**config.mk**
```make
export PLATFORM = sky130hd
export DESIGN_NAME = irq_seq
export DESIGN_NICKNAME = d
export VERILOG_FILES = /design/src/rtl/irq_seq_pkg.sv /design/src/rtl/irq_accept.sv /design/src/rtl/irq_frame_pack.sv /design/src/rtl/irq_frame_unpack.sv /design/src/rtl/irq_seq.sv
export SDC_FILE = /design/constraint.sdc
export NUM_CORES = 1
export LEC_CHECK = 0
export ABC_AREA = 1
export BUFFER_PORTS_ARGS = -buffer_cell sky130_fd_sc_hd__buf_2
export CORE_MARGIN = 10
export CORE_UTILIZATION = 45
export DETAILED_ROUTE_END_ITERATION = 6
export GPL_TIMING_DRIVEN = 0
export PLACE_DENSITY = 0.69
export SKIP_CTS_REPAIR_TIMING = 1
export SLEW_MARGIN = 10
export SYNTH_ARGS = -nofsm -noshare
export SYNTH_HDL_FRONTEND = slang
export SYNTH_SLANG_ARGS = --single-unit
export TNS_END_PERCENT = 5
```
**constraint.sdc**
```tcl
create_clock -name clk -period 2.9 [get_ports clk]
set_clock_uncertainty 0.1 [all_clocks]
set_input_delay 0.145 -clock clk [delete_from_list [all_inputs] [get_ports clk]]
set_output_delay 0.145 -clock clk [all_outputs]
set_load 0.02 [all_outputs]
```
**src/rtl/irq_seq_pkg.sv**
```systemverilog
package irq_seq_pkg;
  typedef enum logic [2:0] {
    S_IDLE, S_FLUSH, S_PUSH, S_MASK, S_VEC, S_POP, S_RESTORE
  } seq_state_t;

  localparam int CCR_W     = 8;
  localparam int CCR_I_BIT = 4;
  localparam int CCR_X_BIT = 6;
endpackage

```
**src/rtl/irq_accept.sv**
```systemverilog
module irq_accept
  import irq_seq_pkg::*;
(
  input  logic             idle,
  input  logic             insn_done,
  input  logic             rti_req,
  input  logic             irq_req,
  input  logic             xirq_req,
  input  logic [CCR_W-1:0] ccr_in,
  output logic             take_entry,
  output logic             take_xirq,
  output logic             rti_full,
  output logic             rti_bypass
);
  logic ok_x, ok_i, any_pend, at_end;

  always_comb begin
    ok_x       = xirq_req && !ccr_in[CCR_X_BIT];
    ok_i       = irq_req  && !ccr_in[CCR_I_BIT];
    any_pend   = irq_req || xirq_req;
    at_end     = idle && insn_done;
    take_entry = at_end && !rti_req && (ok_x || ok_i);
    take_xirq  = ok_x;
    rti_full   = at_end && rti_req && !any_pend;
    rti_bypass = at_end && rti_req && any_pend;
  end
endmodule

```
**src/rtl/irq_frame_pack.sv**
```systemverilog
module irq_frame_pack
  import irq_seq_pkg::*;
#(
  parameter int AW = 16,
  parameter int RW = 16,
  localparam int FB = (CCR_W + 3*RW + AW) / 8,
  localparam int KW = $clog2(FB)
) (
  input  logic [AW-1:0]    pc,
  input  logic [RW-1:0]    y,
  input  logic [RW-1:0]    x,
  input  logic [RW-1:0]    d,
  input  logic [CCR_W-1:0] ccr,
  input  logic [KW-1:0]    idx,
  output logic [7:0]       byte_o
);
  logic [FB*8-1:0] img;
  logic [7:0]      slot [FB];

  assign img = {ccr, d, x, y, pc};

  for (genvar g = 0; g < FB; g++) begin : g_slot
    assign slot[g] = img[g*8 +: 8];
  end

  always_comb begin
    byte_o = 8'h00;
    for (int i = 0; i < FB; i++)
      if (idx == KW'(i)) byte_o = slot[i];
  end
endmodule

```
**src/rtl/irq_frame_unpack.sv**
```systemverilog
module irq_frame_unpack
  import irq_seq_pkg::*;
#(
  parameter int AW = 16,
  parameter int RW = 16,
  localparam int FB = (CCR_W + 3*RW + AW) / 8
) (
  input  logic             clk,
  input  logic             rst,
  input  logic             shift_en,
  input  logic [7:0]       din,
  output logic [AW-1:0]    pc,
  output logic [RW-1:0]    y,
  output logic [RW-1:0]    x,
  output logic [RW-1:0]    d,
  output logic [CCR_W-1:0] ccr
);
  logic [FB*8-1:0] sh_q;

  always_ff @(posedge clk) begin
    if (rst)           sh_q <= '0;
    else if (shift_en) sh_q <= {sh_q[FB*8-9:0], din};
  end

  assign pc  = sh_q[0 +: AW];
  assign y   = sh_q[AW +: RW];
  assign x   = sh_q[AW+RW +: RW];
  assign d   = sh_q[AW+2*RW +: RW];
  assign ccr = sh_q[AW+3*RW +: CCR_W];
endmodule

```
**src/rtl/irq_seq.sv**
```systemverilog
module irq_seq
  import irq_seq_pkg::*;
#(
  parameter int AW = 16,
  parameter int RW = 16
) (
  input  logic             clk,
  input  logic             rst,
  input  logic             insn_done,
  input  logic             rti_req,
  input  logic             irq_req,
  input  logic             xirq_req,
  input  logic [AW-1:0]    vec_addr,
  input  logic [AW-1:0]    pc_in,
  input  logic [RW-1:0]    y_in,
  input  logic [RW-1:0]    x_in,
  input  logic [RW-1:0]    d_in,
  input  logic [CCR_W-1:0] ccr_in,
  input  logic [AW-1:0]    sp_in,
  output logic             busy,
  output logic             queue_flush,
  output logic             mem_req,
  output logic             mem_we,
  output logic [AW-1:0]    mem_addr,
  output logic [7:0]       mem_wdata,
  input  logic [7:0]       mem_rdata,
  input  logic             mem_ack,
  output logic             pc_load,
  output logic [AW-1:0]    pc_val,
  output logic             ccr_load,
  output logic [CCR_W-1:0] ccr_val,
  output logic             sp_load,
  output logic [AW-1:0]    sp_val,
  output logic             regs_load,
  output logic [RW-1:0]    y_val,
  output logic [RW-1:0]    x_val,
  output logic [RW-1:0]    d_val
);
  localparam int FB     = (CCR_W + 3*RW + AW) / 8;
  localparam int KW     = $clog2(FB);
  localparam int VB     = AW / 8;
  localparam logic [KW-1:0] K_LAST = KW'(FB - 1);
  localparam logic [KW-1:0] V_LAST = KW'(VB - 1);
  localparam logic [CCR_W-1:0] I_MASK = CCR_W'(1) << CCR_I_BIT;
  localparam logic [CCR_W-1:0] X_MASK = CCR_W'(1) << CCR_X_BIT;

  seq_state_t       state_q;
  logic [KW-1:0]    k_q;
  logic [AW-1:0]    sp_q, vec_q, vword_q, addr_q;
  logic [AW-1:0]    pc_q;
  logic [RW-1:0]    y_q, x_q, d_q;
  logic [CCR_W-1:0] ccr_q;
  logic             xsel_q, req_q, we_q;

  logic take_entry, take_xirq, rti_full, rti_bypass, xfer;
  logic [AW-1:0]    u_pc;
  logic [RW-1:0]    u_y, u_x, u_d;
  logic [CCR_W-1:0] u_ccr;

  assign xfer = req_q && mem_ack;

  irq_accept u_acc (
    .idle(state_q == S_IDLE), .insn_done(insn_done), .rti_req(rti_req),
    .irq_req(irq_req), .xirq_req(xirq_req), .ccr_in(ccr_in),
    .take_entry(take_entry), .take_xirq(take_xirq),
    .rti_full(rti_full), .rti_bypass(rti_bypass)
  );

  irq_frame_pack #(.AW(AW), .RW(RW)) u_pack (
    .pc(pc_q), .y(y_q), .x(x_q), .d(d_q), .ccr(ccr_q),
    .idx(k_q), .byte_o(mem_wdata)
  );

  irq_frame_unpack #(.AW(AW), .RW(RW)) u_unpack (
    .clk(clk), .rst(rst), .shift_en(state_q == S_POP && xfer),
    .din(mem_rdata), .pc(u_pc), .y(u_y), .x(u_x), .d(u_d), .ccr(u_ccr)
  );

  always_ff @(posedge clk) begin
    if (rst) begin
      state_q     <= S_IDLE;
      k_q         <= '0;
      sp_q        <= '0;
      vec_q       <= '0;
      vword_q     <= '0;
      addr_q      <= '0;
      pc_q        <= '0;
      y_q         <= '0;
      x_q         <= '0;
      d_q         <= '0;
      ccr_q       <= '0;
      xsel_q      <= 1'b0;
      req_q       <= 1'b0;
      we_q        <= 1'b0;
      queue_flush <= 1'b0;
      pc_load     <= 1'b0;
      pc_val      <= '0;
      ccr_load    <= 1'b0;
      ccr_val     <= I_MASK | X_MASK;
      sp_load     <= 1'b0;
      sp_val      <= '0;
      regs_load   <= 1'b0;
      y_val       <= '0;
      x_val       <= '0;
      d_val       <= '0;
    end else begin
      queue_flush <= 1'b0;
      pc_load     <= 1'b0;
      ccr_load    <= 1'b0;
      sp_load     <= 1'b0;
      regs_load   <= 1'b0;
      unique case (state_q)
        S_IDLE: begin
          if (rti_full) begin
            state_q <= S_POP;
            sp_q    <= sp_in;
            addr_q  <= sp_in;
            k_q     <= '0;
            req_q   <= 1'b1;
            we_q    <= 1'b0;
          end else if (rti_bypass) begin
            state_q     <= S_VEC;
            queue_flush <= 1'b1;
            vec_q       <= vec_addr;
            addr_q      <= vec_addr;
            k_q         <= '0;
            req_q       <= 1'b1;
            we_q        <= 1'b0;
          end else if (take_entry) begin
            state_q     <= S_FLUSH;
            queue_flush <= 1'b1;
            pc_q        <= pc_in;
            y_q         <= y_in;
            x_q         <= x_in;
            d_q         <= d_in;
            ccr_q       <= ccr_in;
            sp_q        <= sp_in;
            vec_q       <= vec_addr;
            xsel_q      <= take_xirq;
          end
        end
        S_FLUSH: begin
          state_q <= S_PUSH;
          addr_q  <= sp_q - AW'(1);
          k_q     <= '0;
          req_q   <= 1'b1;
          we_q    <= 1'b1;
        end
        S_PUSH: begin
          if (xfer) begin
            if (k_q == K_LAST) begin
              req_q   <= 1'b0;
              state_q <= S_MASK;
            end else begin
              k_q    <= k_q + KW'(1);
              addr_q <= addr_q - AW'(1);
            end
          end
        end
        S_MASK: begin
          ccr_load <= 1'b1;
          ccr_val  <= ccr_q | I_MASK | (xsel_q ? X_MASK : '0);
          sp_load  <= 1'b1;
          sp_val   <= sp_q - AW'(FB);
          state_q  <= S_VEC;
          addr_q   <= vec_q;
          k_q      <= '0;
          req_q    <= 1'b1;
          we_q     <= 1'b0;
        end
        S_VEC: begin
          if (xfer) begin
            if (k_q == V_LAST) begin
              pc_val  <= {vword_q[AW-9:0], mem_rdata};
              pc_load <= 1'b1;
              req_q   <= 1'b0;
              state_q <= S_IDLE;
            end else begin
              vword_q <= {vword_q[AW-9:0], mem_rdata};
              k_q     <= k_q + KW'(1);
              addr_q  <= addr_q + AW'(1);
            end
          end
        end
        S_POP: begin
          if (xfer) begin
            if (k_q == K_LAST) begin
              req_q   <= 1'b0;
              state_q <= S_RESTORE;
            end else begin
              k_q    <= k_q + KW'(1);
              addr_q <= addr_q + AW'(1);
            end
          end
        end
        S_RESTORE: begin
          ccr_load  <= 1'b1;
          ccr_val   <= u_ccr;
          regs_load <= 1'b1;
          y_val     <= u_y;
          x_val     <= u_x;
          d_val     <= u_d;
          sp_load   <= 1'b1;
          sp_val    <= sp_q + AW'(FB);
          pc_load   <= 1'b1;
          pc_val    <= u_pc;
          state_q   <= S_IDLE;
        end
        default: state_q <= S_IDLE;
      endcase
    end
  end

  assign busy     = (state_q != S_IDLE);
  assign mem_req  = req_q;
  assign mem_we   = we_q;
  assign mem_addr = addr_q;
endmodule

```
# After elaboration in Yosys (flattened, before gate mapping)
# Index checks and enable logic that the tools add are counted.
# Widths: inputs -> output; s select.
dict set report word_totals {
  reg_bits 302
  inputBits 119
  output_inout_bits 120
}
dict set report classes {
  add_sub_neg 6
  n_eq_ne 29
  mux 63
  n_bitwise 5
  reduce_logical 40
}
# operator count
set ops {}
lappend ops {{$mux 16} 15}
lappend ops {{$pmux 16 s6} 1}
lappend ops {{$mux 8} 9}
lappend ops {{$pmux 16 s2} 2}
lappend ops {{$sub 16x1->16 const B} 2}
lappend ops {{$mux 3} 9}
lappend ops {{$mux 4} 6}
lappend ops {{$ne 2x2->1 const B} 10}
lappend ops {{$pmux 3 s6} 1}
lappend ops {{$add 16x1->16 const B} 1}
lappend ops {{$add 16x4->16 const B} 1}
lappend ops {{$eq 4x3->1 const B} 4}
lappend ops {{$pmux 4 s4} 1}
lappend ops {{$pmux 8 s2} 1}
lappend ops {{$sub 16x4->16 const B} 1}
lappend ops {{$mux 1} 14}
lappend ops {{$reduce_and 3->1} 4}
lappend ops {{$reduce_and 6->1} 2}
lappend ops {{$logic_and 1x1->1} 10}
lappend ops {{$eq 3x3->1 const B} 3}
lappend ops {{$eq 4x2->1 const B} 2}
lappend ops {{$or 8x7->8} 1}
lappend ops {{$reduce_and 8->1} 1}
lappend ops {{$reduce_bool 2->1} 4}
lappend ops {{25 further kinds} 38}

# Logic depth before layout (Yosys ltp)
# Gate-level depths: netlist of run 1.
dict set report logic_depth {
  word_depth 10
  mapped_depth 20
}

# Cells and area by module
# A second synthesis of run 1 with hierarchy kept.
dict set report hier_totals {
  hier_cells 2144
  hier_area_um2 14325.0
}
# module instances cells_per_inst area_each_um2
set by_module_without_submodules {}
lappend by_module_without_submodules {irq_seq 1 1522 10556.4}
lappend by_module_without_submodules {irq_frame_unpack 1 456 2951.6}
lappend by_module_without_submodules {irq_frame_pack 1 150 754.5}
lappend by_module_without_submodules {irq_accept 1 16 62.6}

# Least setup slack after synthesis of run 1
# OpenSTA, ideal clock, no wires.
dict set report synth_path {
  path_type {register to register}
  from {register state_q[2]}
  to {register sp_val[10]}
  arrival_time_ns 2.788
  required_time_ns 2.691
  setup_slack_ns -0.097
  path_stages_with_launch 19
  path_buffers 1
  cell_sequence {dfxtp_1 > inv_1 > nor2_1 > inv_2 > nor2_2 > inv_2 > clkbuf_1 > fa_1 > nand3_1 > nand3_1 > inv_1 > nor2_1 > nor2_1 > o21ai_0 > a21boi_0 > xor2_1 > nand2_1 > nand2_1 > inv_1}
}
dict set report synth_between {
  elab_chain_len 2
}
# item line
set synth_rtl {}
lappend synth_rtl {{from (decl)} irq_seq.sv:47} ;# seq_state_t state_q;
lappend synth_rtl {{from (signal assigned)} irq_seq.sv:81} ;# state_q <= S_IDLE;
lappend synth_rtl {{from (signal assigned)} irq_seq.sv:115} ;# state_q <= S_POP;
lappend synth_rtl {{from (signal assigned)} irq_seq.sv:122} ;# state_q <= S_VEC;
lappend synth_rtl {{$eq 3x3->1 or $eq 3x2->1 (tied branches)} irq_seq.sv:112} ;# unique case (state_q)
lappend synth_rtl {{$pmux 16 s2 or $reduce_bool 2->1 (tied branches)} --}
lappend synth_rtl {{to (signal assigned)} irq_seq.sv:164} ;# sp_val <= sp_q - AW'(FB);
lappend synth_rtl {{to (signal assigned)} irq_seq.sv:204} ;# sp_val <= sp_q + AW'(FB);
lappend synth_rtl {{to (decl)} irq_seq.sv:33} ;# output logic [AW-1:0] sp_val,
# Parallel ways exist; a longest one is shown, timed or not.
# A chain may end at the register's enable or synchronous reset.

# Worst setup path after layout of run 1
dict set report layout_path {
  from {register k_q[0]}
  to {output port mem_wdata[5]}
}
dict set report layout_between {
  elab_chain_len 10
}
# item line
set layout_rtl {}
lappend layout_rtl {{from (decl)} irq_seq.sv:48} ;# logic [KW-1:0] k_q;
lappend layout_rtl {{from (signal assigned)} irq_seq.sv:155} ;# k_q <= k_q + KW'(1);
lappend layout_rtl {{from (signal assigned)} irq_seq.sv:180} ;# k_q <= k_q + KW'(1);
lappend layout_rtl {{from (signal assigned)} irq_seq.sv:191} ;# k_q <= k_q + KW'(1);
lappend layout_rtl {{$logic_not 4->1} irq_frame_pack.sv:29} ;# if (idx == KW'(i)) byte_o = slot[i];
lappend layout_rtl {{$mux 8 (8 in series)} irq_frame_pack.sv:29}
lappend layout_rtl {{$mux 8 (*)} irq_frame_pack.sv:29}
lappend layout_rtl {{to (decl)} irq_seq.sv:25} ;# output logic [7:0] mem_wdata,
# Every way passes the cells marked *; elsewhere a longest branch is shown, timed or not.

==> results of run 1 <==
routing by layer:
| metal | part of all wire, % | global-route usage (%) | vias to the layer above |
|---|---|---|---|
| met5 | 0 | 0 | - |
| met4 | 3.4 | 7.47 | 0 |
| met3 | 5.9 | 3.41 | 119 |
| met2 | 47 | 39.9 | 582 |
| met1 | 44 | 31.1 | 6827 |
| li1 | - | - | 7316 |
critical path, cell delays in order (launching register included):
cell and delay, ns:
dfxtp_2 0.34, inv_1 0.10, ha_1 0.21, nand3_2 0.18, buf_4 0.22, o22ai_1 0.10
a31oi_1 0.07, a21oi_1 0.19, nand3_1 0.09, nand2_1 0.10, nand3_1 0.06, o21ai_0 0.10
nand2_1 0.08, buf_2 0.17
cells by family (layout without fill, tap and decap cells):
kind of cell,Yosys count,after routing,synth area share [%]
xor gates and xnor gates,12,12,0.815
adders and majority gates,23,23,2.14
AOI/OAI and AO/OA,510,510,19.8
DFF,302,302,43.7
buffers and inverters,260,674,7.66
and+or+nand+nor,870,871,25.9
other,0,4,0
cell type report:
type | count | area (um2)
Antenna cell | 4 | 10.0
Buffer | 106 | 512
Clock buffer | 47 | 991
Clock inverter | 11 | 159
Fill cell | 2875 | 12400
Inverter | 153 | 581
Multi-Input combinational cell | 1416 | 6830
Sequential cell | 302 | 6050
Tap cell | 396 | 495
Timing Repair Buffer | 357 | 2380
synth_stat cells, types with 2 or more instances:
cell type,count,area share [%]
ha_1,22,2.0
nor2_2,4,0.18
a41oi_1,9,0.57
buf_2,21,0.76
o21ai_1,4,0.14
inv_1,138,3.7
nor4_1,2,0.090
nand3_1,104,3.8
o22ai_1,7,0.32
a31oi_1,28,1.3
clkbuf_1,71,1.9
buf_4,5,0.27
a21oi_1,107,3.9
o221ai_1,7,0.44
o21bai_1,3,0.16
xnor2_1,3,0.19
nand3_2,3,0.22
dfxtp_1,302,44
nor3b_1,2,0.11
o211ai_1,4,0.22
nand2_1,268,7.3
a211oi_1,5,0.27
buf_6,5,0.41
o21ai_0,323,12
a21o_1,3,0.16
clkinv_1,2,0.054
or2_2,3,0.14
nor2_4,3,0.24
nand2_2,5,0.23
xor2_1,8,0.51
buf_1,5,0.14
nor3_2,2,0.14
nor3_1,10,0.36
nand3b_1,3,0.16
o21a_1,3,0.16
nor2_1,451,12
inv_2,13,0.35
nand4_1,6,0.27
worst paths after layout:
check	start	end	slack, ns	cells after the start
max	k_q[0]$_SDFFE_PP0P_	mem_wdata[5]	0.14	13
min	rti_req	state_q[0]$_SDFFE_PP0P_	0.04	4
max reg2reg	state_q[2]$_SDFFE_PP0P_	sp_val[13]$_SDFFE_PP0P_	0.19	17
min reg2reg	ccr_val[3]$_SDFFE_PP0P_	ccr_val[3]$_SDFFE_PP0P_	0.36	2
registers in the layout, indices dropped and copies added (netlist names), 16 cells and up:
| signal | cells |
|---|---|
| d_q | 16 |
| d_val | 16 |
| mem_addr | 16 |
| pc_q | 16 |
| pc_val | 16 |
| sp_q | 16 |
| sp_val | 16 |
| u_unpack.sh_q | 72 |
| vec_q | 16 |
| x_q | 16 |
| x_val | 16 |
| y_q | 16 |
| y_val | 16 |
cells in the final DEF (no fill, tap or decap), drive strengths merged:
cell	instances
nand2	274
dfxtp	302
clkbuf	116
xnor2	3
a211oi	5
bufinv	3
nor2	460
a41oi	10
nor3	12
nor3b	2
fa	1
a21oi	107
nand3b	3
a31oi	28
ha	22
nor4	2
nand3	108
o211ai	4
o32ai	1
o21a	3
o221ai	7
buf	277
a21boi	1
or2	3
o21ai	327
clkinv	6
dlygate4sd3	117
a21o	3
o2111ai	1
inv	153
nand4	7
o31ai	1
clkinvlp	2
o21bai	4
xor2	9
o22ai	7
diode	4
a31o	1
stage by stage:
step                      power, uW  worst slack (ns)  instance area (um2)
after detailed placement      10700            -0.909                15500
after global routing          16300           -0.0109                18000
after global placement        10600            -0.859                15500
after CTS                     15100            -0.902                16700
after floorplan                8980            0.0273                13800
final                         15400             0.138                18000
power by group:
group / switching [uW] / internal (uW) / total [uW]
clock network: 1780 / 2670 / 4450
registers: 404 / 4630 / 5030
logic: 3870 / 2050 / 5920
==> results.md, run 1 <==
* Cell Rows at 64
* VDD IR max at 0.521 mV
* Fin crit period at 2.76 ns
* Max Fclk at 362 MHz
* Global-route wire length before repair at 74500 um
* Cells after Synth at 1977
* Die Width at 195 um
* Crit start category: flop
* Synth Register Bits at 302
* LEAKAGE at 0.00859 uW
* HP Class: in2reg
* Clock Sinks at 302
* Final Non-Filler Cells at 2792
* Top_reg_cell synth: dfxtp_1
* Post-synth EDFFs at 0
* Drt pass-1 iters at 5
* Hold violation count in the final report at 0
* Slew Limit Fails at 0
* DRC viols at 0
* Clock transition at the registers of the reported paths at 0.05 ns
* Starting Density at 45.4%
* Cell Pwr Density at 855 nW/um2
* Hpwl dp at 36700 um
* Gp weighted congestion at 0.939
* I/O Pins at 239
* Max transition margin at 38.7%
* Crit path capture type: output port
* Post-route ant nets at 0
* Ys Warns at 0
* Arrival @ worst endpoint at 2.52 ns
* Status: complete, no violations
* Initial DRC count at 1056
* Syn Area/Cell at 6.99 um2
* Final setup violating endpoints at 0
* Dpl cells at 2610
* Setup CP Type: reg2out
* Routed wire length at 50400 um
* CP Max Fanout at 10
* Die H at 195 um
* Synth Net Count at 2119
* Worst Tran Pin Value at 0.920 ns
* Vias at 14844
* Critical path required time at 2.65 ns
* Unrepaired setup endpoints after global routing: yes
* Deepest level of the CTS H-tree at 2
* Ys async rst share at 0%
* Largest net degree at the start of global routing at 24
* Global-route usage over all layers at 23.8%
* Util after Layout at 59.2%
* Setup TNS at 0 ns
* Nets at 2512
* CTS root buffer: clkbuf_16
* Clock buffer depth at 3
* Cell area after synthesis at 13800 um2
* Port Buffer Count at 237
* Period utilization at 95.2%
* WHS at 0.0415 ns
* Placeable Area at 30400 um2
* Avg WL per Cell at 18.0 um
* Clk Latency, worst-skew pair at 0.52 ns
* P&R area growth vs syn at 30.3%
* CTS tree: built
* Initial antenna violation count at 1
* Die area at 38100 um2
* TritonCTS buffer count at 34
* # Max-Cap Violations at 0
* Share of layout cells above drive strength 1 at 16.5%
* Register area share after synthesis at 43.7%
* Vias in the first global route at 13681
* Unique masters post-synth at 51
* Via density at 5.32
* Global route overflow at 0
Power figures use the tool's default switching activity.
==> inputs of run 2 (changes only) <==
--- a/config.mk
+++ b/config.mk
@@ -7,13 +7,13 @@
 export LEC_CHECK = 0
 export ABC_AREA = 1
 export BUFFER_PORTS_ARGS = -buffer_cell sky130_fd_sc_hd__buf_2
-export CORE_MARGIN = 10
+export CORE_MARGIN = 4
 export CORE_UTILIZATION = 45
 export DETAILED_ROUTE_END_ITERATION = 6
 export GPL_TIMING_DRIVEN = 0
 export PLACE_DENSITY = 0.69
 export SKIP_CTS_REPAIR_TIMING = 1
-export SLEW_MARGIN = 10
+export SLEW_MARGIN = 20
 export SYNTH_ARGS = -nofsm -noshare
 export SYNTH_HDL_FRONTEND = slang
 export SYNTH_SLANG_ARGS = --single-unit
==> results.md, run 2 (synthesis results as in run 1) <==
* Crit start category: flop
* Clk Latency, worst-skew pair at 0.52 ns
* I/O Pins at 239
* Slowest Stage Delay on Critical Path at 0.38 ns
* Share of layout cells above drive strength 1 at 16.7%
* Status: complete, no violations
* Max Fclk at 359 MHz
* Worst Tran Pin Value at 1.01 ns
* Hold violation count in the final report at 0
* Vias at 14945
* Die Width at 183 um
* Cell chain of the critical path: inv_1 > nor2_2 > inv_2 > nor2_4 > inv_4 > buf_12 > fa_2 > nand3_1 > nand3_2 > inv_2 > nor2_1 > nor2_2 > o21ai_2 > a21boi_1 > xor2_1 > nand2_1 > nand2_1 > inv_1
* Most frequent cells in the layout: 446 x nor2_1, 320 x o21ai_0, 299 x dfxtp_1, 268 x nand2_1, 253 x buf_2
* Avg WL per Cell at 17.4 um
* # Max-Cap Violations at 0
* Slew Limit Fails at 0
* Vias in the first global route at 13503
* Placeable Area at 30000 um2
* Setup TNS at 0 ns
* Fillers at 2767
* Clock buffer depth at 3
* Via density at 5.36
* Critical path required time at 3.22 ns
* Biggest register: u_unpack.sh_q
* Nets at 2515
* Starting Density at 46.2%
* CTS tree: built
* Die area at 33600 um2
* VDD IR max at 0.501 mV
* HP Class: in2reg
* Global route overflow at 0
* Global-route usage over all layers at 26.3%
* Die H at 183 um
* Crit path capture type: flop
* Cell Pwr Density at 858 nW/um2
* Initial antenna violation count at 0
* Final worst setup slack at 0.113 ns
* Hpwl dp at 34600 um
* Initial DRC count at 1317
* Largest net degree at the start of global routing at 24
* Routed wire length at 48700 um
* Cell Rows at 63
* Port Buffer Count at 237
* Placed cell area at 15500 um2
* Final setup violating endpoints at 0
* Max transition margin at 32.9%
* CTS root buffer: clkbuf_16
* TritonCTS buffer count at 34
* LEAKAGE at 0.00862 uW
* P&R area growth vs syn at 30.6%
* Clock transition at the registers of the reported paths at 0.06 ns
* Deepest level of the CTS H-tree at 2
* DRC viols at 0
* Gp weighted congestion at 0.943
* Dpl ws at -0.893 ns
* Most common cell after layout, fill and taps aside: nor2_1
* Global-route wire length before repair at 71600 um
* Period utilization at 96.1%
* Setup CP Type: reg2reg
* Arrival @ worst endpoint at 3.11 ns
* Clock Sinks at 302
* Drt pass-1 iters at 5
* Largest register FFs at 72
* CP Max Fanout at 23
* Post-route ant nets at 0
* Post-route cell area at 18000 um2
* Fin crit period at 2.79 ns
* Critical Path Slowest Stage Cell: dfxtp_4
## run 2: cell count changes in the layout (fill, tap and decap cells not counted), moves of 2 or more
cell,previous run,this run
a31oi_1,28,26
clkbuf_1,73,75
dlygate4sd3_1,117,115
clkinv_4,2,0
clkinv_2,3,1
ha_1,16,18
buf_4,12,17
a31oi_2,0,2
## run 2: layout make-up
cell class / count / area, um2 / area share [%]
multi-input combinational: 1416 / 6840 / 37.9
sequential: 302 / 6050 / 33.5
timing repair buffer: 360 / 2400 / 13.3
clock buffer: 49 / 987 / 5.47
inverter: 153 / 581 / 3.22
buffer: 106 / 512 / 2.84
tap: 390 / 488 / 2.70
clock inverter: 8 / 184 / 1.02
antenna: 4 / 10.0 / 0.0555
## run 2: worst paths after layout
kind	startpoint	end	slack, ns	cells after the start
setup / recovery	state_q[2]$_SDFFE_PP0P_	sp_val[10]$_SDFFE_PP0P_	0.11	18
hold / removal	rti_req	state_q[0]$_SDFFE_PP0P_	0.02	4
setup reg to reg	state_q[2]$_SDFFE_PP0P_	sp_val[10]$_SDFFE_PP0P_	0.11	18
hold reg to reg	u_unpack.sh_q[71]$_SDFFE_PP0P_	u_unpack.sh_q[71]$_SDFFE_PP0P_	0.36	2
## run 2: routing by layer
metal	global-route usage (%)	up-vias	routed length, um
li1	-	7319	-
met1	35.2	6834	21000
met2	41.9	632	22100
met3	5.18	160	3470
met4	10.6	0	2030
met5	0	-	0
## run 2: critical path: cells and delay by family (launching register included)
family / cells / cell delay (ns)
and+or+nand+nor: 8 / 0.87
buffers and inverters: 6 / 0.51
DFF: 1 / 0.38
adders and majority gates: 1 / 0.35
AOI/OAI and AO/OA: 2 / 0.26
xor gates and xnor gates: 1 / 0.20
## run 2: report_power, final
group	leakage (uW)	internal (uW)	switching [uW]	total, uW
registers	0.00245	4630	402	5030
clock network	0.000571	2740	1750	4490
logic	0.00560	2070	3880	5950
## run 2: stage by stage
stage / util, % / cells / total power (uW) / hold WS [ns]
global route: 60.2 / 2784 / 16500 / 0.0755
CTS: 55.7 / 2661 / 15100 / -0.254
global placement: 51.7 / 2604 / 10600 / 0.263
floorplan: - / 1977 / 8980 / 0.148
finish: 60.3 / 2788 / 15500 / 0.0200
detailed placement: 51.7 / 2604 / 10700 / 0.263
==> inputs of run 3 (changes only) <==
--- a/config.mk
+++ b/config.mk
@@ -12,6 +12,7 @@
 export DETAILED_ROUTE_END_ITERATION = 6
 export GPL_TIMING_DRIVEN = 0
 export PLACE_DENSITY = 0.69
+export REMOVE_ABC_BUFFERS = 1
 export SKIP_CTS_REPAIR_TIMING = 1
 export SLEW_MARGIN = 20
 export SYNTH_ARGS = -nofsm -noshare
==> results.md, run 3 (synthesis results as in run 1) <==
* Status: finished, violations left
* Failing checks: setup timing
* Share of layout cells above drive strength 1 at 15.7%
* HP Class: in2reg
* Hold violation count in the final report at 0
* Cell chain of the critical path: inv_1 > nand2_1 > nor3_1 > nor2_1 > nand4_1 > clkinvlp_4 > o21ai_0 > nor2_1 > a21oi_1
* Placeable Area at 30000 um2
* Worst path most repeated cell: nor2_1
* Clk Latency, worst-skew pair at 0.52 ns
* TritonCTS buffer count at 34
* CTS root buffer: clkbuf_16
* Global-route usage over all layers at 22.7%
* LEAKAGE at 0.00844 uW
* Cell Pwr Density at 842 nW/um2
* Clock Sinks at 302
* Final setup violating endpoints at 25
* Crit start category: flop
* Drt pass-1 iters at 5
* Vias in the first global route at 12560
* Final worst setup slack at -0.244 ns
* Critical Path Slowest Stage Cell: nand4_1
* Die H at 183 um
* Initial DRC count at 1009
* Largest register FFs at 72
* # Max-Cap Violations at 0
* Arrival @ worst endpoint at 3.44 ns
* Initial antenna violation count at 1
* Largest net degree at the start of global routing at 153
* Post-route ant nets at 0
* Clock buffer depth at 3
* DRC viols at 0
* Unrepaired setup endpoints after global routing: yes
* Critical path required time at 3.19 ns
* Period utilization at 108%
* Starting Density at 46.2%
* Via density at 5.26
* I/O Pins at 239
* Routed wire length at 43500 um
* Die area at 33600 um2
* VDD IR max at 0.419 mV
* CP Max Fanout at 21
* Die Width at 183 um
* Vias at 14159
* Most common cell after layout, fill and taps aside: nor2_1
* Biggest register: u_unpack.sh_q
* Setup CP Type: reg2reg
* Max Fclk at 318 MHz
* Max transition margin at 39.9%
* Slew Limit Fails at 0
* Clock transition at the registers of the reported paths at 0.06 ns
* Nets at 2418
* Worst Tran Pin Value at 0.900 ns
* Global route overflow at 0
* Deepest level of the CTS H-tree at 2
* P&R area growth vs syn at 28.4%
* Fillers at 2793
* Hpwl dp at 27600 um
* Cell Rows at 63
* Port Buffer Count at 238
* Crit path capture type: flop
* Fin crit period at 3.14 ns
* Slowest Stage Delay on Critical Path at 0.59 ns
* CTS tree: built
* WHS at 0.0361 ns
* Avg WL per Cell at 16.1 um
* Util after Layout at 59.3%
* Most frequent cells in the layout: 449 x nor2_1, 320 x o21ai_0, 300 x dfxtp_1, 265 x nand2_1, 238 x buf_2
* Global-route wire length before repair at 63700 um
* Gp weighted congestion at 0.869
## run 3: changes by cell type in the layout (fill, tap and decap cells not counted), sizes merged
cell    delta
buf       -32
bufinv     -2
clkbuf    -62
clkinv     +3
diode      -2
inv        -2
nand4      +2
nor2       -1
## run 3: cell type report
cell class / instances / area (um2) / area share (%)
multi-input cells: 1417 / 6870 / 38.7
flip-flops and latches: 302 / 6050 / 34.1
repair buffers: 368 / 2630 / 14.8
clock buffers: 53 / 983 / 5.54
inverters: 153 / 613 / 3.45
well taps: 390 / 488 / 2.75
clock inverters: 7 / 108 / 0.606
diodes: 2 / 5.00 / 0.0282
## run 3: routing by layer
| layer | global-route usage [%] | vias up | part of all wire, % |
|---|---|---|---|
| li1 | - | 7113 | - |
| met1 | 30.1 | 6470 | 44 |
| met2 | 37.5 | 460 | 46 |
| met3 | 5.41 | 116 | 6.1 |
| met4 | 5.93 | 0 | 3.4 |
| met5 | 0 | - | 0 |
## run 3: where the power goes
part           switching, uW  internal [uW]  total [uW]
clock                   1720           2530        4250
combinational           3750           1940        5690
sequential               374           4630        5000
## run 3: per-stage QoR
step	area (um2)	instances	total power (uW)	setup slack [ns]	setup TNS [ns]
floorplan	13300	1870	8820	-1.56	-237.36
global placement	15000	2498	10300	-4.16	-1048.80
detailed placement	15200	2506	10400	-0.723	-19.20
CTS	16300	2566	14700	-0.754	-21.11
global route	17700	2691	15900	-0.416	-8.96
finish	17700	2692	14900	-0.244	-3.23
## run 3: final timing paths
path,start,endpoint,slack [ns],depth (start not counted)
hold / removal,irq_req,state_q[0]$_SDFFE_PP0P_,0.04,4
hold reg to reg,u_unpack.sh_q[71]$_SDFFE_PP0P_,u_unpack.sh_q[71]$_SDFFE_PP0P_,0.35,2
setup reg to reg,k_q[2]$_SDFFE_PP0P_,mem_addr[15]$_SDFFE_PP0P_,-0.24,9
setup / recovery,k_q[2]$_SDFFE_PP0P_,mem_addr[15]$_SDFFE_PP0P_,-0.24,9
## run 3: critical path: cells and delay by family, from the launching register on
family | cells | cell delay (ns)
AOI/OAI and AO/OA | 2 | 0.23
DFF | 1 | 0.48
buffers and inverters | 2 | 0.72
and+or+nand+nor | 5 | 1.51
